--- src/rtl/nor_cmd_pkg.sv ---
package nor_cmd_pkg;
    typedef enum logic [3:0] {
        ST_ARRAY,
        ST_UNLK1,
        ST_UNLK2,
        ST_PGM_DATA,
        ST_ERS_ARM,
        ST_ERS_UNLK1,
        ST_ERS_UNLK2,
        ST_BLK_COLLECT,
        ST_BUSY,
        ST_FAIL
    } dec_state_e;

    localparam logic [7:0] CMD_KEY_A   = 8'hAA;
    localparam logic [7:0] CMD_KEY_B   = 8'h55;
    localparam logic [7:0] CMD_PROGRAM = 8'hA0;
    localparam logic [7:0] CMD_ERS_SET = 8'h80;
    localparam logic [7:0] CMD_CHIP    = 8'h10;
    localparam logic [7:0] CMD_BLOCK   = 8'h30;
    localparam logic [7:0] CMD_RESET   = 8'hF0;

    localparam int FAIL_BIT = 5;
    localparam int WIN_BIT  = 3;
endpackage

--- src/rtl/nor_unlock_match.sv ---
module nor_unlock_match (
    input  logic        byte_mode,
    input  logic [11:0] addr_lo,
    output logic        hit_first,
    output logic        hit_second
);
    localparam logic [11:0] WORD_FIRST  = 12'h555;
    localparam logic [11:0] WORD_SECOND = 12'h2AA;
    localparam logic [11:0] BYTE_FIRST  = 12'hAAA;
    localparam logic [11:0] BYTE_SECOND = 12'h555;

    always_comb begin
        if (byte_mode) begin
            hit_first  = (addr_lo == BYTE_FIRST);
            hit_second = (addr_lo == BYTE_SECOND);
        end else begin
            hit_first  = (addr_lo == WORD_FIRST);
            hit_second = (addr_lo == WORD_SECOND);
        end
    end
endmodule

--- src/rtl/nor_erase_timer.sv ---
module nor_erase_timer #(
    parameter int TIMEOUT_CYC = 50
) (
    input  logic clk,
    input  logic rst_n,
    input  logic restart,
    input  logic cancel,
    output logic expire,
    output logic window_open
);
    localparam int CNT_W = $clog2(TIMEOUT_CYC + 1);
    localparam logic [CNT_W-1:0] LOAD_VAL = CNT_W'(TIMEOUT_CYC);
    localparam logic [CNT_W-1:0] LAST_VAL = CNT_W'(1);

    logic [CNT_W-1:0] cnt;

    always_ff @(posedge clk or negedge rst_n) begin
        if (!rst_n)               cnt <= '0;
        else if (restart)         cnt <= LOAD_VAL;
        else if (cancel)          cnt <= '0;
        else if (cnt != '0)       cnt <= cnt - LAST_VAL;
    end

    assign expire      = (cnt == LAST_VAL) && !restart;
    assign window_open = (cnt != '0);

    // a restart can never be followed at once by expiry
    p_restart_no_expire_r6: assert property (@(posedge clk) disable iff (!rst_n)
        restart |=> (window_open && !expire));
endmodule

--- src/rtl/nor_block_map.sv ---
module nor_block_map #(
    parameter int NUM_BLOCKS = 128
) (
    input  logic                          clk,
    input  logic                          rst_n,
    input  logic                          first,
    input  logic                          add,
    input  logic [$clog2(NUM_BLOCKS)-1:0] idx,
    output logic [NUM_BLOCKS-1:0]         map
);
    logic [NUM_BLOCKS-1:0] sel;

    always_comb begin
        sel = '0;
        sel[idx] = 1'b1;
    end

    always_ff @(posedge clk or negedge rst_n) begin
        if (!rst_n)     map <= '0;
        else if (first) map <= sel;
        else if (add)   map <= map | sel;
    end

    // a selected block is present in the map on the next cycle
    p_block_kept_r6: assert property (@(posedge clk) disable iff (!rst_n)
        (first || add) |=> map[$past(idx)]);
endmodule

--- src/rtl/nor_cmd_decoder.sv ---
module nor_cmd_decoder
    import nor_cmd_pkg::*;
#(
    parameter int ADDR_W      = 23,
    parameter int DATA_W      = 16,
    parameter int NUM_BLOCKS  = 128,
    parameter int TIMEOUT_CYC = 50
) (
    input  logic                  clk,
    input  logic                  rst_n,
    input  logic                  byte_mode,
    input  logic                  wr_en,
    input  logic [ADDR_W-1:0]     wr_addr,
    input  logic [DATA_W-1:0]     wr_data,
    input  logic                  eng_done,
    input  logic                  eng_error,
    output logic                  read_status,
    output logic [7:0]            status_bits,
    output logic                  pgm_start,
    output logic                  erase_start,
    output logic                  erase_all,
    output logic [NUM_BLOCKS-1:0] erase_map,
    output logic [ADDR_W-1:0]     op_addr,
    output logic [DATA_W-1:0]     op_data
);
    localparam int IDX_W = $clog2(NUM_BLOCKS);

    dec_state_e state, nxt;
    logic       hit_first, hit_second;
    logic [7:0] cmd;
    logic       is_reset;
    logic       tmr_restart, tmr_cancel, tmr_expire, win_open;
    logic       map_first, map_add;
    logic       launch_pgm, launch_chip, launch_blk;
    logic       fail_q;

    assign cmd      = wr_data[7:0];
    assign is_reset = wr_en && (cmd == CMD_RESET);

    nor_unlock_match i_match (
        .byte_mode (byte_mode),
        .addr_lo   (wr_addr[11:0]),
        .hit_first (hit_first),
        .hit_second(hit_second)
    );

    nor_erase_timer #(.TIMEOUT_CYC(TIMEOUT_CYC)) i_timer (
        .clk        (clk),
        .rst_n      (rst_n),
        .restart    (tmr_restart),
        .cancel     (tmr_cancel),
        .expire     (tmr_expire),
        .window_open(win_open)
    );

    nor_block_map #(.NUM_BLOCKS(NUM_BLOCKS)) i_map (
        .clk  (clk),
        .rst_n(rst_n),
        .first(map_first),
        .add  (map_add),
        .idx  (wr_addr[ADDR_W-1 -: IDX_W]),
        .map  (erase_map)
    );

    // Next-state decode
    always_comb begin
        nxt         = state;
        tmr_restart = 1'b0;
        tmr_cancel  = 1'b0;
        map_first   = 1'b0;
        map_add     = 1'b0;
        launch_pgm  = 1'b0;
        launch_chip = 1'b0;
        launch_blk  = 1'b0;
        unique case (state)
            ST_ARRAY:
                if (wr_en && hit_first && cmd == CMD_KEY_A) nxt = ST_UNLK1;
            ST_UNLK1:
                if (wr_en) nxt = (hit_second && cmd == CMD_KEY_B) ? ST_UNLK2 : ST_ARRAY;
            ST_UNLK2:
                if (wr_en) begin
                    if (hit_first && cmd == CMD_PROGRAM)      nxt = ST_PGM_DATA;
                    else if (hit_first && cmd == CMD_ERS_SET) nxt = ST_ERS_ARM;
                    else                                      nxt = ST_ARRAY;
                end
            ST_PGM_DATA:
                if (wr_en) begin
                    nxt        = ST_BUSY;
                    launch_pgm = 1'b1;
                end
            ST_ERS_ARM:
                if (wr_en) nxt = (hit_first && cmd == CMD_KEY_A) ? ST_ERS_UNLK1 : ST_ARRAY;
            ST_ERS_UNLK1:
                if (wr_en) nxt = (hit_second && cmd == CMD_KEY_B) ? ST_ERS_UNLK2 : ST_ARRAY;
            ST_ERS_UNLK2:
                if (wr_en) begin
                    if (hit_first && cmd == CMD_CHIP) begin
                        nxt         = ST_BUSY;
                        launch_chip = 1'b1;
                    end else if (cmd == CMD_BLOCK) begin
                        nxt         = ST_BLK_COLLECT;
                        map_first   = 1'b1;
                        tmr_restart = 1'b1;
                    end else begin
                        nxt = ST_ARRAY;
                    end
                end
            ST_BLK_COLLECT:
                if (wr_en) begin
                    if (cmd == CMD_BLOCK) begin
                        map_add     = 1'b1;
                        tmr_restart = 1'b1;
                    end else begin
                        nxt        = ST_ARRAY;
                        tmr_cancel = 1'b1;
                    end
                end else if (tmr_expire) begin
                    nxt        = ST_BUSY;
                    launch_blk = 1'b1;
                end
            ST_BUSY:
                if (eng_done) nxt = eng_error ? ST_FAIL : ST_ARRAY;
            ST_FAIL:
                if (is_reset) nxt = ST_ARRAY;
            default: nxt = ST_ARRAY;
        endcase
    end

    // State register
    always_ff @(posedge clk or negedge rst_n) begin
        if (!rst_n) state <= ST_ARRAY;
        else        state <= nxt;
    end

    // Registered outputs
    always_ff @(posedge clk or negedge rst_n) begin
        if (!rst_n) begin
            pgm_start   <= 1'b0;
            erase_start <= 1'b0;
            erase_all   <= 1'b0;
            op_addr     <= '0;
            op_data     <= '0;
            fail_q      <= 1'b0;
        end else begin
            pgm_start   <= launch_pgm;
            erase_start <= launch_chip || launch_blk;
            if (launch_chip || launch_blk) erase_all <= launch_chip;
            if (launch_pgm) begin
                op_addr <= wr_addr;
                op_data <= wr_data;
            end
            if (state == ST_BUSY && eng_done && eng_error) fail_q <= 1'b1;
            else if (state == ST_FAIL && is_reset)         fail_q <= 1'b0;
        end
    end

    assign read_status = (state == ST_BLK_COLLECT) || (state == ST_BUSY) || (state == ST_FAIL);

    always_comb begin
        status_bits           = '0;
        status_bits[FAIL_BIT] = fail_q;
        status_bits[WIN_BIT]  = win_open;
    end

    // at most one launch at a time
    p_single_launch_r8: assert property (@(posedge clk) disable iff (!rst_n)
        !(pgm_start && erase_start));
    // program launch is a one-cycle pulse
    p_pgm_pulse_r3: assert property (@(posedge clk) disable iff (!rst_n)
        pgm_start |=> !pgm_start);
    // an erase in flight is always reported through status reads
    p_erase_status_r5: assert property (@(posedge clk) disable iff (!rst_n)
        erase_start |-> read_status);
    // a block erase never launches with an empty selection
    p_erase_nonempty_r6: assert property (@(posedge clk) disable iff (!rst_n)
        (erase_start && !erase_all) |-> (erase_map != '0));
    // the busy state is left only on engine completion
    p_busy_hold_r8: assert property (@(posedge clk) disable iff (!rst_n)
        (state == ST_BUSY && !eng_done) |=> (state == ST_BUSY));
    // the fail bit is only visible in status mode
    p_fail_status_r9: assert property (@(posedge clk) disable iff (!rst_n)
        status_bits[FAIL_BIT] |-> read_status);
endmodule

--- config.mk ---
export PLATFORM = sky130hd
export DESIGN_NAME = nor_cmd_decoder
export DESIGN_NICKNAME = d
export VERILOG_FILES = /design/src/rtl/nor_cmd_pkg.sv /design/src/rtl/nor_unlock_match.sv /design/src/rtl/nor_erase_timer.sv /design/src/rtl/nor_block_map.sv /design/src/rtl/nor_cmd_decoder.sv
export SDC_FILE = /design/constraint.sdc
export NUM_CORES = 1
export LEC_CHECK = 0
export BUFFER_PORTS_ARGS = -buffer_cell sky130_fd_sc_hd__buf_2
export CAP_MARGIN = 5
export CORE_UTILIZATION = 51
export CTS_CLUSTER_DIAMETER = 50
export CTS_CLUSTER_SIZE = 16
export DETAILED_ROUTE_END_ITERATION = 16
export PLACE_DENSITY_LB_ADDON = 0.15
export SETUP_SLACK_MARGIN = 0.15
export SYNTH_ARGS = -nofsm -noshare
export SYNTH_HDL_FRONTEND = slang
export SYNTH_SLANG_ARGS = --single-unit
--- constraint.sdc ---
create_clock -name clk -period 2.24 [get_ports clk]
set_clock_uncertainty 0.15 [all_clocks]
set_input_delay 0.112 -clock clk [delete_from_list [all_inputs] [get_ports clk]]
set_output_delay 0.112 -clock clk [all_outputs]
set_load 0.1 [all_outputs]
==> run_results.csv <==
group,metric,value,unit
grt,grt_use_total,28.19,%
job,cap_violations,0,
cts,cts_tree,"yes",
pwr,ir_worst_vdd,525.7,uV
pwr,swShare,22.56,%
timing,slew_violations,0,
timing,rsz0062_at_grt,"true",
yosys,synthDominantCellAreaShare,61.10,%
final_layout,final_core_util,72.29,%
final_layout,antenna_cells,0,
grt,grt_antenna_before_repair,0,
floorplan,core,14040,sq um
yosys,yosysSeqAreaShare,61.10,%
critical_path,critPathMaxFanout,5,
critical_path,crit_family,"compound AO/OA/AOI/OAI gates",
routing,antenna_left,0,
floorplan,die_x,122.6,um
yosys,synth-edff-count,0,
yosys,yosysWarningCount,0,
cts,clk_path_buf_depth,2,
routing,post_drt_wl_per_cell,20.20,um
final_layout,drive_gt1_share,43.35,%
timing,worst_slew_pin_slew,0.7797,ns
critical_path,crit_path_end_kind,"register",
yosys,ys_types,60,
cts,cts_inserted_buffers,17,
critical_path,startpoint_type,"register",
critical_path,r2r-start,"state[0]",
final_layout,areaGrowthSynthToFinish,36.93,%
timing,timing.fmax,0.4655,GHz
critical_path,r2r_end,"state[3]",
floorplan,die_h,122.6,um
timing,period_share,95.89,%
pwr,p_leak,5.190,nW
worst_hold_path,hp-class,"input pin to async pin",
critical_path,cpPeakStageDelay,0.55,ns
yosys,synth_area_per_cell,13.38,sq um
critical_path,path_class,"register to register",
pwr,p_per_area,681.7,nW/um^2
place,port_buffers,217,
floorplan,row_count,43,
pwr,power_frac_clock,43.8,%
place,gp_congestion,0.8775,
yosys,post_synth_instance_area,7413,sq um
routing,vias,5944,
timing,hold_violations,0,
critical_path,path_buf_inv,2,
pwr,p_switching,1.562,mW
pwr,p_seq_share,47.8,%
cts,cts-root-buf,"clkbuf_16",
grt,grt_pass1_wl,31770,um
pwr,p_int,5.359,mW
yosys,syn-instance-count,554,
critical_path,reg2regPathDepth,7,
critical_path,cp.required,2.46,ns
cts,htree_num_levels,4,
outcome,status,"finished clean",
routing,drt_iter0_drc,391,
cts,clkLatencyLatePin,0.43,ns
grt,grt-ovfl-total,0,
routing,firstDrtPassIters,5,
yosys,post-synth-top-area-cell,"dfrtp_1",
floorplan,start_util,52.79,%
critical_path,crit_chain,"buf_12, nor2b_4, nand3b_1, a2111oi_1, buf_4, nand2b_1, mux2_1",
routing,drc,0,
pwr,total_power,6.920,mW
grt,grt_pass1_vias,5841,
yosys,ys_seq_elements,181,
critical_path,crit_arrival,2.37,ns
critical_path,timing.critical_path.slowest_stage_cell,"a2111oi_1",
floorplan,io_pins,224,
routing,drt-vias-per-instance,5.776,
yosys,synthFlopType,"dfrtp_1",
yosys,ys_top_cells_by_area,"dfrtp_1 61%, o2bb2ai_1 12%, mux2_2 6.1%, a22o_1 2.8%, nand2_1 1.4%",
timing,finalCriticalPeriod,2.148,ns
pwr,power_frac_comb,8.4,%
timing,setup_violations,0,
final_layout,fin_nets,887,
floorplan,die-area,15020,sq um
routing,wirelength,20780,um
grt,grt_start_max_net_pins,57,
critical_path,r2r_setup_slack,0.09,ns
yosys,async_reset_ff_share,100.0,%
cts,cts.sinks,181,
timing,relSlewSlack,47.88,%
place,dp_hpwl,13420,um
cts,clk_pin_slew,0.06,ns
power groups by stage:
stage          Clock, mW  Sequential, mW  Combinational (mW)
2_1_floorplan          0            3.34               0.235
3_3_place_gp           0            3.36               0.377
3_5_place_dp           0            3.37               0.391
4_1_cts             3.07            3.31               0.486
5_1_grt             3.20            3.31               0.625
6_report            3.03            3.31               0.579
cells in the final DEF, fill, tap and decap left out, types with 3 or more instances in the layout:
cell	n
inv_1	6
o21ai_0	5
nand2_2	3
buf_12	8
nor3b_1	5
a21oi_1	6
nand4_1	8
nand2_1	24
nor2_1	12
nor3_1	3
conb_1	6
or2_2	3
dfrtp_1	179
buf_6	5
nand3b_1	5
dlygate4sd3_1	46
and4b_1	3
nor2b_4	3
a22o_1	24
nand3_1	3
nand2b_1	3
buf_4	34
buf_2	215
bufinv_16	3
nor4_4	3
o2bb2ai_1	105
clkbuf_8	3
clkbuf_16	17
mux2_2	40
nor2b_1	4
o31ai_1	4
a2111oi_1	3
per-layer routing:
layer,vias up,track usage [%],part of all wire (%)
met5,-,0,0
met4,0,10.37,2.2
met3,34,7.435,6.5
met2,232,43.57,48
met1,3010,38.27,43
li1,2668,-,-
synth_stat cells, drive strengths merged, types with 6 or more instances:
cell type	number
a21oi	6
mux2	41
inv	6
buf	32
nand4	8
nand2	28
o2bb2ai	105
clkbuf	14
nand3	6
dfrtp	181
a22o	24
nor2b	7
nor3b	7
nor2	13
timing repair:
action	CTS	global route
buffers inserted	4	14
hold buffers	46	1
endpoints found under the hold margin	235	1
endpoints found under the setup margin	124	127
pin swaps	1	2
gates cloned	0	1
gates resized for setup	12	19
metrics by stage:
step | instance area (sq um) | worst slack, ns | std cells | hold WS, ns | setup TNS, ns
after floorplan | 7436 | 0.2266 | 559 | -0.3336 | 0
after global placement | 8816 | 0.07940 | 936 | -0.03770 | 0
after detailed placement | 8816 | -0.01848 | 936 | -0.02319 | -0.01848
after CTS | 9947 | 0.1289 | 1014 | 0.03804 | 0
after global routing | 10150 | 0.05047 | 1029 | 0.1018 | 0
final | 10150 | 0.09196 | 1029 | 0.06833 | 0
worst register-to-register path, cell delays in order (launching register included):
cell and delay (ns):
dfrtp_2 0.48, buf_12 0.16, nor2b_4 0.14, nand3b_1 0.16, a2111oi_1 0.55, buf_4 0.21
nand2b_1 0.12, mux2_1 0.12
cell type report:
cell class                      count  area, sq um
Sequential cell                   181         4532
Clock buffer                       21        470.5
Multi-Input combinational cell    326         2770
Inverter                            6        22.52
Tap cell                          180        225.2
Clock inverter                      7        122.6
Timing Repair Buffer              308         2008
Fill cell                         973         3891
cell families (layout without fill, tap and decap cells):
logic type / after synthesis / after routing / share of synthesized area [%]
DFF: 181 / 181 / 61.10
AOI/OAI and AO/OA: 159 / 159 / 18.38
and+or+nand+nor: 114 / 114 / 9.924
buffers and inverters: 52 / 342 / 3.477
muxes: 43 / 43 / 6.498
adders and majority gates: 2 / 2 / 0.3375
xor gates and xnor gates: 2 / 2 / 0.2363
other: 1 / 6 / 0.05058
how the worst max path moves through the flow:
stage | from | endpoint | slack (ns) | cells past startpoint
final | state[0] | state[3] | 0.09 | 7
after global routing | state[0] | state[3] | 0.05 | 7
after CTS | state[1] | state[3] | 0.13 | 5
after detailed placement | wr_addr[6] | state[3] | -0.02 | 6
after global placement | state[1] | state[3] | 0.08 | 6
after floorplan | i_timer.cnt[2] | state[3] | 0.23 | 5
flip-flops by register name, indices dropped and copies added, names as in the netlist:
signal / flops
erase_all: 1
erase_start: 1
fail_q: 1
i_map.map: 128
i_timer.cnt: 6
op_addr: 23
op_data: 16
pgm_start: 1
state: 4
Note: power is estimated with default switching activity, not from simulation.
